## src/rtl/sfc_pkg.sv

```systemverilog
// Package: shared types and the identification table rule for the serial
// flash command controller. Assumes ID tables of at least four bytes.
package sfc_pkg;

    // Opcodes the decoder understands
    localparam logic [7:0] OP_WRSR  = 8'h01;
    localparam logic [7:0] OP_PROG  = 8'h02;
    localparam logic [7:0] OP_WRDI  = 8'h04;
    localparam logic [7:0] OP_RDSR  = 8'h05;
    localparam logic [7:0] OP_WREN  = 8'h06;
    localparam logic [7:0] OP_SUBER = 8'h20;
    localparam logic [7:0] OP_QPROG = 8'h32;
    localparam logic [7:0] OP_OTPPG = 8'h42;
    localparam logic [7:0] OP_CLRFL = 8'h50;
    localparam logic [7:0] OP_RDFL  = 8'h70;
    localparam logic [7:0] OP_ID_A  = 8'h9E;
    localparam logic [7:0] OP_ID_B  = 8'h9F;
    localparam logic [7:0] OP_BULK  = 8'hC7;
    localparam logic [7:0] OP_SECER = 8'hD8;

    localparam logic [7:0] SREG_RST  = 8'h1C;
    localparam logic [7:0] FLAG_RST  = 8'hA5;
    localparam logic [7:0] SREG_WMSK = 8'h7C;
    localparam logic [7:0] FLAG_CMSK = 8'h9F;

    // Operation kind handed to the program/erase engine
    typedef enum logic [2:0] {
        KIND_PAGE  = 3'd0,
        KIND_QPAGE = 3'd1,
        KIND_OTP   = 3'd2,
        KIND_SUB   = 3'd3,
        KIND_SECT  = 3'd4,
        KIND_BULK  = 3'd5,
        KIND_STAT  = 3'd6
    } wr_kind_e;

    // Transaction phase of the decoder
    typedef enum logic [3:0] {
        ST_OPC,    // waiting for the opcode
        ST_NULL,   // command done, remaining bits return zero
        ST_RDSR,   // streaming the status register
        ST_RDFL,   // streaming the flag register
        ST_RDID,   // streaming the identification table
        ST_CLRF,   // flag clear pending on chip-select rise
        ST_WRSR,   // waiting for the status data byte
        ST_ADDR,   // collecting 24 address bits
        ST_ARMED,  // write-class operation ready to start
        ST_BAD     // refused or unknown, rest ignored
    } dec_st_e;

    // Identification byte k of a table of len bytes
    function automatic logic [7:0] id_byte(input int unsigned k,
                                           input int unsigned len,
                                           input logic [7:0] mfr,
                                           input logic [7:0] typ,
                                           input logic [7:0] cap);
        if (k >= len) return 8'h00;
        case (k)
            0: return mfr;
            1: return typ;
            2: return cap;
            3: return 8'(len - 4);
            default: return 8'(32'd254 - (k - 4));
        endcase
    endfunction

endpackage

```

## src/rtl/sfc_shifter.sv

```systemverilog
// Serial front end: samples the pins on the system clock, finds falling
// serial-clock edges and chip-select rises, counts bits, keeps the input
// shift register and drives the output shift register MSB first.
// Assumes the pins are already synchronous to clk and that the serial clock
// stays at least two system cycles in each level.
module sfc_shifter #(
    parameter int CNT_W = 16,
    parameter int IN_W  = 24
) (
    input  logic             clk,
    input  logic             rst_n,
    input  logic             cs_n_i,
    input  logic             sck_i,
    input  logic             mosi_i,
    input  logic             load_en,
    input  logic [7:0]       load_byte,
    output logic             fall,
    output logic             rise,
    output logic [CNT_W-1:0] nxt_cnt,
    output logic [IN_W-1:0]  nxt_ireg,
    output logic             miso
);
    localparam logic [CNT_W-1:0] CNT_MAX = '1;

    logic             cs_s, sck_s, mosi_s, cs_d, sck_d;
    logic [CNT_W-1:0] cnt_q;
    logic [IN_W-1:0]  ireg_q;
    logic [7:0]       oreg_q;

    // Pin sampling and one-cycle history for edge detection
    always_ff @(posedge clk) begin
        if (!rst_n) begin
            cs_s <= 1'b1; sck_s <= 1'b0; mosi_s <= 1'b0;
            cs_d <= 1'b1; sck_d <= 1'b0;
        end else begin
            cs_s <= cs_n_i; sck_s <= sck_i; mosi_s <= mosi_i;
            cs_d <= cs_s;   sck_d <= sck_s;
        end
    end

    assign fall     = sck_d && !sck_s && !cs_s;
    assign rise     = !cs_d && cs_s;
    assign nxt_cnt  = (cnt_q == CNT_MAX) ? cnt_q : cnt_q + 1'b1;
    assign nxt_ireg = {ireg_q[IN_W-2:0], mosi_s};

    // Bit counter and input shift register, cleared while deselected
    always_ff @(posedge clk) begin
        if (!rst_n || cs_s) begin
            cnt_q  <= '0;
            ireg_q <= '0;
        end else if (fall) begin
            cnt_q  <= nxt_cnt;
            ireg_q <= nxt_ireg;
        end
    end

    // Output shift register: load on byte boundaries, shift otherwise
    always_ff @(posedge clk) begin
        if (!rst_n || cs_s) begin
            oreg_q <= 8'h00;
        end else if (fall) begin
            oreg_q <= load_en ? load_byte : {oreg_q[6:0], 1'b0};
        end
    end

    assign miso = oreg_q[7];


    cs_idle_clear_chk: assert property (@(posedge clk) disable iff (!rst_n)
        (cs_s && $past(cs_s)) |=> (cnt_q == '0 && miso == 1'b0));


    hold_no_edge_chk: assert property (@(posedge clk) disable iff (!rst_n)
        (!fall && !cs_s && !rst_n == 1'b0) |=> $stable(cnt_q) || $past(cs_s));

endmodule

```

## src/rtl/sfc_busy_timer.sv

```systemverilog
// Busy countdown: loads a duration on request and counts down once per
// clock; expire is high in the cycle the count leaves one.
// Assumes every loaded duration is at least one.
module sfc_busy_timer #(
    parameter int W = 24
) (
    input  logic         clk,
    input  logic         rst_n,
    input  logic         load,
    input  logic [W-1:0] load_val,
    output logic         expire
);
    logic [W-1:0] cnt_q;

    // Countdown register
    always_ff @(posedge clk) begin
        if (!rst_n)            cnt_q <= '0;
        else if (load)         cnt_q <= load_val;
        else if (cnt_q != '0)  cnt_q <= cnt_q - 1'b1;
    end

    assign expire = (cnt_q == W'(1));


    idle_hold_chk: assert property (@(posedge clk) disable iff (!rst_n)
        (cnt_q == '0 && !load) |=> cnt_q == '0);

endmodule

```

## src/rtl/sfc_decoder.sv

```systemverilog
// Command decoder: interprets the opcode and the later byte boundaries,
// owns the status and flag registers and the sticky error flag, gates
// write-class commands and arms the start strobe for the engine.
// Assumes fall and rise never occur in the same cycle.
module sfc_decoder
    import sfc_pkg::*;
#(
    parameter int          CNT_W   = 16,
    parameter int          IN_W    = 24,
    parameter int          TMR_W   = 24,
    parameter int          ID_LEN  = 20,
    parameter logic [7:0]  ID_MFR  = 8'h5A,
    parameter logic [7:0]  ID_TYPE = 8'h40,
    parameter logic [7:0]  ID_CAP  = 8'h18,
    parameter int          T_PROG  = 5000,
    parameter int          T_OTP   = 5000,
    parameter int          T_SUB   = 25000,
    parameter int          T_SECT  = 70000,
    parameter int          T_BULK  = 320000,
    parameter int          T_STAT  = 13000
) (
    input  logic             clk,
    input  logic             rst_n,
    input  logic             fall,
    input  logic             rise,
    input  logic [CNT_W-1:0] nxt_cnt,
    input  logic [IN_W-1:0]  nxt_ireg,
    input  logic             expire,
    output logic             load_en,
    output logic [7:0]       load_byte,
    output logic             tmr_load,
    output logic [TMR_W-1:0] tmr_val,
    output logic             wr_start,
    output logic [2:0]       wr_kind,
    output logic [23:0]      wr_addr,
    output logic             busy,
    output logic             err
);
    localparam int IDX_W = $clog2(ID_LEN + 1);
    localparam logic [IDX_W-1:0] IDX_END = IDX_W'(ID_LEN);

    dec_st_e          st_q, st_n;
    wr_kind_e         kind_q, kind_n;
    logic [7:0]       sreg_q, sreg_n, flag_q, flag_n;
    logic [23:0]      addr_q, addr_n;
    logic [IDX_W-1:0] idx_q, idx_n;
    logic             err_q, err_n;
    logic             start_q;
    logic             arm_rise, boundary, wren_hit, sr_apply;
    logic [7:0]       op;

    assign boundary = fall && (nxt_cnt[2:0] == 3'd0) && (nxt_cnt != '0);
    assign arm_rise = rise && (st_q == ST_ARMED);
    assign op       = nxt_ireg[7:0];

    // Next-state logic: expiry first, then chip-select rise or bit event
    always_comb begin
        st_n = st_q; kind_n = kind_q; sreg_n = sreg_q; flag_n = flag_q;
        addr_n = addr_q; idx_n = idx_q; err_n = err_q;
        load_en = 1'b0; load_byte = 8'h00; wren_hit = 1'b0; sr_apply = 1'b0;
        if (expire) sreg_n[1:0] = 2'b00;
        if (rise) begin
            if (arm_rise) sreg_n[1:0] = 2'b01;
            if (st_q == ST_CLRF) flag_n = flag_q & FLAG_CMSK;
            st_n = ST_OPC;
        end else if (boundary) begin
            load_en = 1'b1;
            if (st_q == ST_OPC && nxt_cnt == CNT_W'(8)) begin
                st_n = ST_NULL;
                case (op)
                    OP_WREN: begin sreg_n[1] = 1'b1; wren_hit = 1'b1; end
                    OP_WRDI: sreg_n[1] = 1'b0;
                    OP_RDSR: begin st_n = ST_RDSR; load_byte = sreg_q; end
                    OP_RDFL: begin st_n = ST_RDFL; load_byte = flag_q; end
                    OP_CLRFL: st_n = ST_CLRF;
                    OP_ID_A, OP_ID_B: begin
                        st_n = ST_RDID; idx_n = '0;
                        load_byte = id_byte(0, ID_LEN, ID_MFR, ID_TYPE, ID_CAP);
                    end
                    OP_WRSR, OP_PROG, OP_QPROG, OP_OTPPG,
                    OP_SUBER, OP_SECER, OP_BULK: begin
                        addr_n = '0;
                        if (sreg_q[1:0] != 2'b10) st_n = ST_BAD;
                        else begin
                            case (op)
                                OP_WRSR:  begin kind_n = KIND_STAT;  st_n = ST_WRSR;  end
                                OP_PROG:  begin kind_n = KIND_PAGE;  st_n = ST_ADDR;  end
                                OP_QPROG: begin kind_n = KIND_QPAGE; st_n = ST_ADDR;  end
                                OP_OTPPG: begin kind_n = KIND_OTP;   st_n = ST_ADDR;  end
                                OP_SUBER: begin kind_n = KIND_SUB;   st_n = ST_ADDR;  end
                                OP_SECER: begin kind_n = KIND_SECT;  st_n = ST_ADDR;  end
                                default:  begin kind_n = KIND_BULK;  st_n = ST_ARMED; end
                            endcase
                        end
                    end
                    default: begin err_n = 1'b1; st_n = ST_BAD; end
                endcase
            end else begin
                case (st_q)
                    ST_RDSR: load_byte = sreg_q;
                    ST_RDFL: load_byte = flag_q;
                    ST_RDID: begin
                        if (idx_q != IDX_END) idx_n = idx_q + 1'b1;
                        load_byte = id_byte(int'(idx_q) + 1, ID_LEN,
                                            ID_MFR, ID_TYPE, ID_CAP);
                    end
                    ST_WRSR: if (nxt_cnt == CNT_W'(16)) begin
                        sr_apply = 1'b1;
                        sreg_n = (sreg_n & ~SREG_WMSK) | (op & SREG_WMSK);
                        st_n = ST_ARMED;
                    end
                    ST_ADDR: if (nxt_cnt == CNT_W'(32)) begin
                        addr_n = nxt_ireg[23:0];
                        st_n = ST_ARMED;
                    end
                    ST_CLRF: st_n = ST_BAD;
                    default: ;
                endcase
            end
        end
    end

    // Decoder state and architectural registers
    always_ff @(posedge clk) begin
        if (!rst_n) begin
            st_q <= ST_OPC; kind_q <= KIND_PAGE; sreg_q <= SREG_RST;
            flag_q <= FLAG_RST; addr_q <= '0; idx_q <= '0; err_q <= 1'b0;
            start_q <= 1'b0;
        end else begin
            st_q <= st_n; kind_q <= kind_n; sreg_q <= sreg_n;
            flag_q <= flag_n; addr_q <= addr_n; idx_q <= idx_n; err_q <= err_n;
            start_q <= arm_rise;
        end
    end

    // Duration of the armed operation
    always_comb begin
        case (kind_q)
            KIND_PAGE, KIND_QPAGE: tmr_val = TMR_W'(T_PROG);
            KIND_OTP:              tmr_val = TMR_W'(T_OTP);
            KIND_SUB:              tmr_val = TMR_W'(T_SUB);
            KIND_SECT:             tmr_val = TMR_W'(T_SECT);
            KIND_BULK:             tmr_val = TMR_W'(T_BULK);
            default:               tmr_val = TMR_W'(T_STAT);
        endcase
    end

    assign tmr_load = arm_rise;
    assign wr_start = start_q;
    assign wr_kind  = kind_q;
    assign wr_addr  = addr_q;
    assign busy     = sreg_q[0];
    assign err      = err_q;


    start_from_idle_chk: assert property (@(posedge clk) disable iff (!rst_n)
        arm_rise |-> (sreg_q[1:0] == 2'b10));


    start_sets_busy_chk: assert property (@(posedge clk) disable iff (!rst_n)
        wr_start |-> (sreg_q[1:0] == 2'b01));


    expire_clear_chk: assert property (@(posedge clk) disable iff (!rst_n)
        (expire && !wren_hit) |=> (sreg_q[1:0] == 2'b00));


    collide_wel_chk: assert property (@(posedge clk) disable iff (!rst_n)
        (expire && wren_hit) |=> (sreg_q[1:0] == 2'b10));


    sr_fixed_bits_chk: assert property (@(posedge clk) disable iff (!rst_n)
        sr_apply |=> (sreg_q[7] == $past(sreg_q[7]) &&
                      sreg_q[1:0] == $past(sreg_q[1:0])));


    err_sticky_chk: assert property (@(posedge clk) disable iff (!rst_n)
        err_q |=> err_q);

endmodule

```

## src/rtl/sflash_cmd_ctrl.sv

```systemverilog
// Top: serial flash command and status controller. Connects the serial
// front end, the command decoder and the busy countdown.
// Assumes pins synchronous to clk and durations of at least one cycle.
module sflash_cmd_ctrl #(
    parameter int          CNT_W   = 16,
    parameter int          TMR_W   = 24,
    parameter int          ID_LEN  = 20,
    parameter logic [7:0]  ID_MFR  = 8'h5A,
    parameter logic [7:0]  ID_TYPE = 8'h40,
    parameter logic [7:0]  ID_CAP  = 8'h18,
    parameter int          T_PROG  = 5000,
    parameter int          T_OTP   = 5000,
    parameter int          T_SUB   = 25000,
    parameter int          T_SECT  = 70000,
    parameter int          T_BULK  = 320000,
    parameter int          T_STAT  = 13000
) (
    input  logic        clk,
    input  logic        rst_n,
    input  logic        spi_cs_n,
    input  logic        spi_sck,
    input  logic        spi_mosi,
    output logic        spi_miso,
    output logic        flash_busy,
    output logic        wr_start,
    output logic [2:0]  wr_kind,
    output logic [23:0] wr_addr,
    output logic        cmd_err
);
    localparam int IN_W = 24;

    logic             fall, rise, load_en, tmr_load, expire;
    logic [7:0]       load_byte;
    logic [CNT_W-1:0] nxt_cnt;
    logic [IN_W-1:0]  nxt_ireg;
    logic [TMR_W-1:0] tmr_val;

    sfc_shifter #(.CNT_W(CNT_W), .IN_W(IN_W)) u_shift (
        .clk(clk), .rst_n(rst_n), .cs_n_i(spi_cs_n), .sck_i(spi_sck),
        .mosi_i(spi_mosi), .load_en(load_en), .load_byte(load_byte),
        .fall(fall), .rise(rise), .nxt_cnt(nxt_cnt), .nxt_ireg(nxt_ireg),
        .miso(spi_miso)
    );

    sfc_decoder #(
        .CNT_W(CNT_W), .IN_W(IN_W), .TMR_W(TMR_W), .ID_LEN(ID_LEN),
        .ID_MFR(ID_MFR), .ID_TYPE(ID_TYPE), .ID_CAP(ID_CAP),
        .T_PROG(T_PROG), .T_OTP(T_OTP), .T_SUB(T_SUB), .T_SECT(T_SECT),
        .T_BULK(T_BULK), .T_STAT(T_STAT)
    ) u_dec (
        .clk(clk), .rst_n(rst_n), .fall(fall), .rise(rise),
        .nxt_cnt(nxt_cnt), .nxt_ireg(nxt_ireg), .expire(expire),
        .load_en(load_en), .load_byte(load_byte), .tmr_load(tmr_load),
        .tmr_val(tmr_val), .wr_start(wr_start), .wr_kind(wr_kind),
        .wr_addr(wr_addr), .busy(flash_busy), .err(cmd_err)
    );

    sfc_busy_timer #(.W(TMR_W)) u_tmr (
        .clk(clk), .rst_n(rst_n), .load(tmr_load), .load_val(tmr_val),
        .expire(expire)
    );

endmodule

```

## config.mk

```make
export PLATFORM = sky130hd
export DESIGN_NAME = sflash_cmd_ctrl
export DESIGN_NICKNAME = d
export VERILOG_FILES = /design/src/rtl/sfc_pkg.sv /design/src/rtl/sfc_shifter.sv /design/src/rtl/sfc_busy_timer.sv /design/src/rtl/sfc_decoder.sv /design/src/rtl/sflash_cmd_ctrl.sv
export SDC_FILE = /design/constraint.sdc
export NUM_CORES = 1
export LEC_CHECK = 0
export ABC_CLOCK_PERIOD_IN_PS = 7500
export CORE_MARGIN = 3
export CORE_UTILIZATION = 67
export CTS_BUF_LIST = sky130_fd_sc_hd__clkbuf_4 sky130_fd_sc_hd__clkbuf_8
export DETAILED_ROUTE_END_ITERATION = 10
export PLACE_DENSITY = 0.91
export RECOVER_POWER = 50
export SLEW_MARGIN = 15
export SYNTH_ARGS = -nofsm -noshare
export SYNTH_HDL_FRONTEND = slang
export SYNTH_SLANG_ARGS = --single-unit
```

## constraint.sdc

```tcl
create_clock -name clk -period 7.5 [get_ports clk]
set_input_delay 0.75 -clock clk [delete_from_list [all_inputs] [get_ports clk]]
set_output_delay 0.75 -clock clk [all_outputs]
set_load 0.05 [all_outputs]
```

Yosys cells after proc, flatten, opt, wreduce, memory -nomap -nowiden
Cells that the tools add are included.
{"block": "word_totals", "ramBits": 0, "mem_count": 0, "rom_bits": 0, "elab_cells": 154, "ff_bits": 123, "inputBits": 5, "latchBits": 0, "out_inout_bits": 31}
{"block": "classes", "n_div": 0, "eq_ne": 40, "order_cmp": 1, "add_sub_neg": 6, "n_bitwise": 6, "reduce_logical": 38, "shifts": 0, "n_mux": 45, "multipliers": 0}
{"op": "$mux W24", "count": 6}
{"op": "$pmux W19 S4", "count": 1}
{"op": "$eq A32 B2 Y1 const B", "count": 2}
{"op": "$mux W8", "count": 6}
{"op": "$pmux W8 S3", "count": 2}
{"op": "$eq A32 B1 Y1 const B", "count": 1}
{"op": "$eq A8 B8 Y1 const B", "count": 4}
{"op": "$ge A32 B5 Y1 const B", "count": 1}
{"op": "$logic_not A32 Y1", "count": 1}
{"op": "$pmux W8 S4", "count": 1}
{"op": "$eq A24 B1 Y1 const B", "count": 1}
{"op": "$eq A8 B3 Y1 const B", "count": 3}
{"op": "$eq A8 B7 Y1 const B", "count": 3}
{"op": "$pmux W4 S6", "count": 1}
{"op": "$reduce_bool A24 Y1", "count": 1}
{"op": "$sub A24 B1 Y24 const B", "count": 1}
{"op": "$mux W5", "count": 4}
{"op": "$reduce_and A5 Y1", "count": 4}
{"op": "$pmux W3 S6", "count": 1}
{"op": "$add A16 B1 Y16 const B", "count": 1}
{"op": "$eq A16 B16 Y1 const B", "count": 1}
{"op": "$eq A16 B4 Y1 const B", "count": 1}
{"op": "$eq A16 B5 Y1 const B", "count": 1}
{"op": "$eq A16 B6 Y1 const B", "count": 1}
{"op": "40 further kinds", "count": 87}

Depth between registers and ports, before layout
{"block": "depth", "depth_word": 13, "mapped_depth": 12, "depth_no_buf": 10}

Hierarchy
Synthesis repeated with hierarchy kept, for this count alone.
{"block": "unflattened", "cells_unflattened": 874, "hier_area_um2": 6994.2}
{"module": "sfc_decoder", "instances": 1, "seq_area_each_um2": 920.9, "area_each_um2": 3203.1, "cells_each": 419}
{"module": "sfc_shifter", "instances": 1, "seq_area_each_um2": 1041.0, "area_each_um2": 2369.8, "cells_each": 288}
{"module": "sfc_busy_timer", "instances": 1, "seq_area_each_um2": 480.5, "area_each_um2": 1421.4, "cells_each": 167}

Worst setup path before layout
Ideal clock, no wire load.
{"block": "synth_path", "path_kind": "flip-flop to flip-flop", "from": "reg u_shift.cnt_q[0]", "to": "reg u_dec.sreg_q[4]", "stages_incl_launch_ff": 10, "slack_ns": 4.425, "setup_time_ns": 0.128, "period_less_slack_ns": 3.075, "required_time_ns": 7.372, "arrival_time_ns": 2.947, "n_path_buf": 0, "path_cell_list": "dfxtp_1 ha_1 nand3_1 nor2_1 a41oi_1 or4_4 or4_4 a2111oi_4 mux2i_1 nand2_1"}
{"block": "synth_between", "elab_chain_cells": 6, "elab_cells_between_ends": 12, "cone_classes": "add/sub: 1; eq/ne: 3; mux: 1; bitwise: 1; reduce/logical: 6"}
{"element": "from (decl)", "line": "sfc_shifter.sv:26", "source": "logic [CNT_W-1:0] cnt_q;"}
{"element": "from (signal assigned)", "line": "sfc_shifter.sv:52", "source": "cnt_q <= nxt_cnt;"}
{"element": "$add A16 B1 Y16 / $eq A16 B16 Y1 (equally long branches)", "line": "sfc_shifter.sv:43", "source": "assign nxt_cnt = (cnt_q == CNT_MAX) ? cnt_q : cnt_q + 1'b1;"}
{"element": "$mux W16 *", "line": "sfc_shifter.sv:43"}
{"element": "$eq A16 B4 Y1 / $logic_not A3 Y1 (equally long branches)", "line": "sfc_decoder.sv:68, sfc_decoder.sv:52"}
{"element": "$logic_and A1 B1 Y1 (on tied branches)", "line": "sfc_decoder.sv:68, sfc_decoder.sv:52"}
{"element": "$not A1 Y1 (no source line) / $logic_and A1 B1 Y1 (equally long branches)"}
{"element": "$reduce_and A5 Y1 (no source line) *"}
{"element": "to (signal assigned)", "line": "sfc_decoder.sv:130", "source": "st_q <= st_n; kind_q <= kind_n; sreg_q <= sreg_n;"}
{"element": "to (decl)", "line": "sfc_decoder.sv:44", "source": "logic [7:0] sreg_q, sreg_n, flag_q, flag_n;"}
Every way passes the cells marked *; elsewhere a longest branch is shown, timed or not.
A chain may end at the register's enable or synchronous reset.

Worst setup path in the final report
{"block": "layout_path", "from": "in rst_n", "to": "reg u_shift.cnt_q[15]"}
{"block": "layout_between", "elab_chain_cells": 2}
{"element": "from (decl)", "line": "sflash_cmd_ctrl.sv:19", "source": "input logic rst_n,"}
{"element": "$logic_not A1 Y1"}
{"element": "$logic_or A1 B1 Y1", "line": "sfc_shifter.sv:48", "source": "if (!rst_n || cs_s) begin"}
No other way between the ends.

==> metrics.md <==
| Metric | Value |
|---|---|
| RR Startpoint | u_shift.cnt_q[0] |
| Hold_buf cts | 0 |
| Tot GR Track Use | 31.7% |
| Worst Setup EP | u_shift.cnt_q[15] |
| Post-Syn Instances | 810 |
| Pwr per Cell Area | 243 nW/um2 |
| Mapped Area | 6490 um2 |
| Deepest clock path buffer count | 2 |
| Vias in the first global route | 5932 |
| Fraction of registers with async set/reset | 0% |
| Hold Crit Class | reg -> reg |
| Via count | 6261 |
| Final nets | 828 |
| Slew headroom | -43.3% |
| Skew-Pair Late Insertion Delay | 0.45 ns |
| RSZ-0062 raised after global routing | no |
| Endpoints failing setup | 0 |
| Yosys top cell area share | 37.6% |
| Number of synthesized flops with an enable pin | 0 |
| Outcome | finished with violations |
| Synth cell count leaders | nand2_1 (142), dfxtp_1 (122), nor2_1 (72) |
| Flop2flop setup slack | 3.66 ns |
| Antenna violations before repair | 0 |
| Crit path max-delay family | buffers and inverters |
| Slew @ Worst Pin | 2.15 ns |
| Final min period | 5.29 ns |
| Most frequent cell after synthesis | nand2_1 |
| GRT overflow | 0 |
| Post-route setup TNS | 0 ns |
| Reg-to-reg endpoint | u_dec.wr_addr[16] |
| CTS H-tree lvls | 4 |
| # DRC | 0 |
| Core Region | 9330 um2 |
| Max Transition Viols Final | 53 |
| CTS Buf Count | 17 |
| CTS tree | done |
| I/O pin count | 36 |
| Drt pass-1 iters | 8 |
| Critical Path Source Type | input pin |
| Rows | 35 |
| Vias per cell | 6.55 |
| Levels on crit path | 7 |
| Crit path arrival time | 5.69 ns |
| Slowest stage delay, CP | 1.50 ns |
| Max VDD drop | 0.000159 V |
| Crit path cell chain | clkbuf_1 > clkinv_1 > nor2_1 > clkbuf_1 > inv_1 > a31oi_1 > o21a_1 |
| Synth Warn # | 0 |
| Unique masters post-synth | 72 |
| Post-Layout Cell Count | 956 |
| Die W | 104 um |
| Failing checks | max-capacitance violations, max-slew violations |
| Critical Path Fanout Max | 52 |
| Ant diodes | 0 |
| Largest net degree at the start of global routing | 53 |
| Synth area leaders | dfxtp_1 (38%), nand2_1 (8.2%), mux2i_1 (5.6%) |
| Critical-path top delay cell | clkbuf_1 |
| Reg2Reg Depth | 9 |
| Die area | 10900 um2 |
| Syn_area_per_cell | 8.01 um2 |
| Routed wire length | 17.2 mm |
| Max-cap violations | 1 |
| First-pass GRT wire length | 28.6 mm |
| Most used cell, CP | clkbuf_1 |
| Final worst path period share | 70.6% |
| Main flop type after synthesis | dfxtp_1 |
| Gpl congestion | 0.971 |
| Worst-path clk slew | 0.08 ns |
| Largest area contributor in the netlist | dfxtp_1 |
| Setup crit end kind | register |
| Port bufs | 35 |
| DP Cell Count | 924 |
| Share of cells above drive strength 1 | 8.46% |
| Hold Violations, Final | 0 |
| WP data required | 7.90 ns |
| Synth-to-layout area growth | 10.9% |
| Synth Register Bits | 122 |
| DR iter-0 viols | 508 |
| Avg WL per Cell | 18.0 um |
| Post-cts sizing count | 0 |
| Syn_nets | 824 |
| Post-synthesis sequential area ratio | 37.6% |
| Worst path bufs/invs | 4 |
| Clock Root Buffer | clkbuf_8 |
| Num Clock Sinks | 122 |
| Die Y | 104 um |
| ANT nets after route | 0 |
| Worst setup startpoint | rst_n |
| Setup CP Type | in -> reg |
| Leak | 0.00256 uW |
| Max Freq | 0.189 GHz |
| Clock skew | 0.0135 ns |
| Initial core utilization | 69.6% |
| Post-CTS Setup Bufs | 0 |
| Fillers | 664 |
| Hpwl dp | 11.4 mm |
==> power breakdown <==
group	leakage, uW	switching, uW	internal [uW]
clock network	0.000188	299	273
logic	0.00139	250	169
registers	0.000987	58.4	703
==> logic make-up after synthesis <==
logic type      share of synthesized area (%)
fa+ha+maj                                1.89
simple gates                             28.2
compound gates                           18.2
xor+xnor                                 3.51
flops                                    37.6
buf+inv                                  4.09
mux                                      6.48
==> metrics by stage <==
step	hold WS, ns	instance area [um2]	power (uW)	setup WS, ns	util, %
2_1_floorplan	0.437	6490	1090	4.43	-
3_3_place_gp	0.443	6820	1150	3.94	73.1
3_5_place_dp	0.453	6820	1180	3.79	73.1
4_1_cts	0.464	7200	1750	3.73	77.2
5_1_grt	0.481	7200	1840	1.80	77.2
6_report	0.460	7200	1750	2.21	77.2
==> layer usage <==
| metal | vias up | track usage [%] | wire [um] |
|---|---|---|---|
| met3 | 65 | 7.88 | 1450 |
| met5 | - | 0 | 0 |
| met2 | 356 | 51.5 | 8250 |
| met1 | 2915 | 39.7 | 6960 |
| li1 | 2925 | - | - |
| met4 | 0 | 14.2 | 511 |
==> sequential cells by signal, indices dropped and copies added (netlist names) <==
signal and cells:
u_dec.err 1, u_dec.flag_q 1, u_dec.idx_q 5, u_dec.sreg_q 7
u_dec.st_q 4, u_dec.wr_addr 24, u_dec.wr_kind 3, u_dec.wr_start 1
u_shift.cnt_q 16, u_shift.cs_d 1, u_shift.cs_s 1, u_shift.ireg_q 23
u_shift.mosi_s 1, u_shift.oreg_q 8, u_shift.sck_d 1, u_shift.sck_s 1
u_tmr.cnt_q 24
==> layout make-up <==
cell class / count / area, um2 / share of cell area, %
clock buffers: 18 / 241 / 3.36
clock inverters: 14 / 138 / 1.91
inverters: 12 / 45.0 / 0.626
multi-input cells: 621 / 3790 / 52.7
flip-flops and latches: 122 / 2440 / 33.9
well taps: 129 / 161 / 2.24
repair buffers: 40 / 378 / 5.25
==> worst reg2reg max path: cells and delay by family, from the launching register on <==
kind            cells  cell delay, ns
simple gates        4            1.20
mux                 1            0.32
flops               1            0.46
fa+ha+maj           1            0.25
xor+xnor            1            0.21
compound gates      2            1.31
==> worst min-delay path by stage <==
stage | to | cells past startpoint | slack [ns] | start
after floorplan | u_shift.ireg_q[22] | 2 | 0.44 | u_shift.ireg_q[22]
after global placement | u_dec.wr_addr[20] | 2 | 0.44 | u_dec.wr_addr[20]
after detailed placement | u_dec.wr_addr[13] | 2 | 0.45 | u_dec.wr_addr[13]
after CTS | u_dec.wr_addr[13] | 2 | 0.46 | u_dec.wr_addr[13]
after global routing | u_dec.wr_addr[7] | 2 | 0.48 | u_dec.wr_addr[7]
final | u_dec.wr_addr[18] | 2 | 0.46 | u_dec.wr_addr[18]
==> cell usage in the layout, fill, tap and decap left out, types with 17 or more instances in the layout <==
cell / instances
a21oi_1: 55
clkbuf_8: 17
dfxtp_1: 122
dlygate4sd3_1: 31
mux2i_1: 36
nand2_1: 142
nand3_1: 25
nor2_1: 71
nor3_1: 24
o21ai_0: 36
No activity file was read; power rests on OpenSTA's default activity.
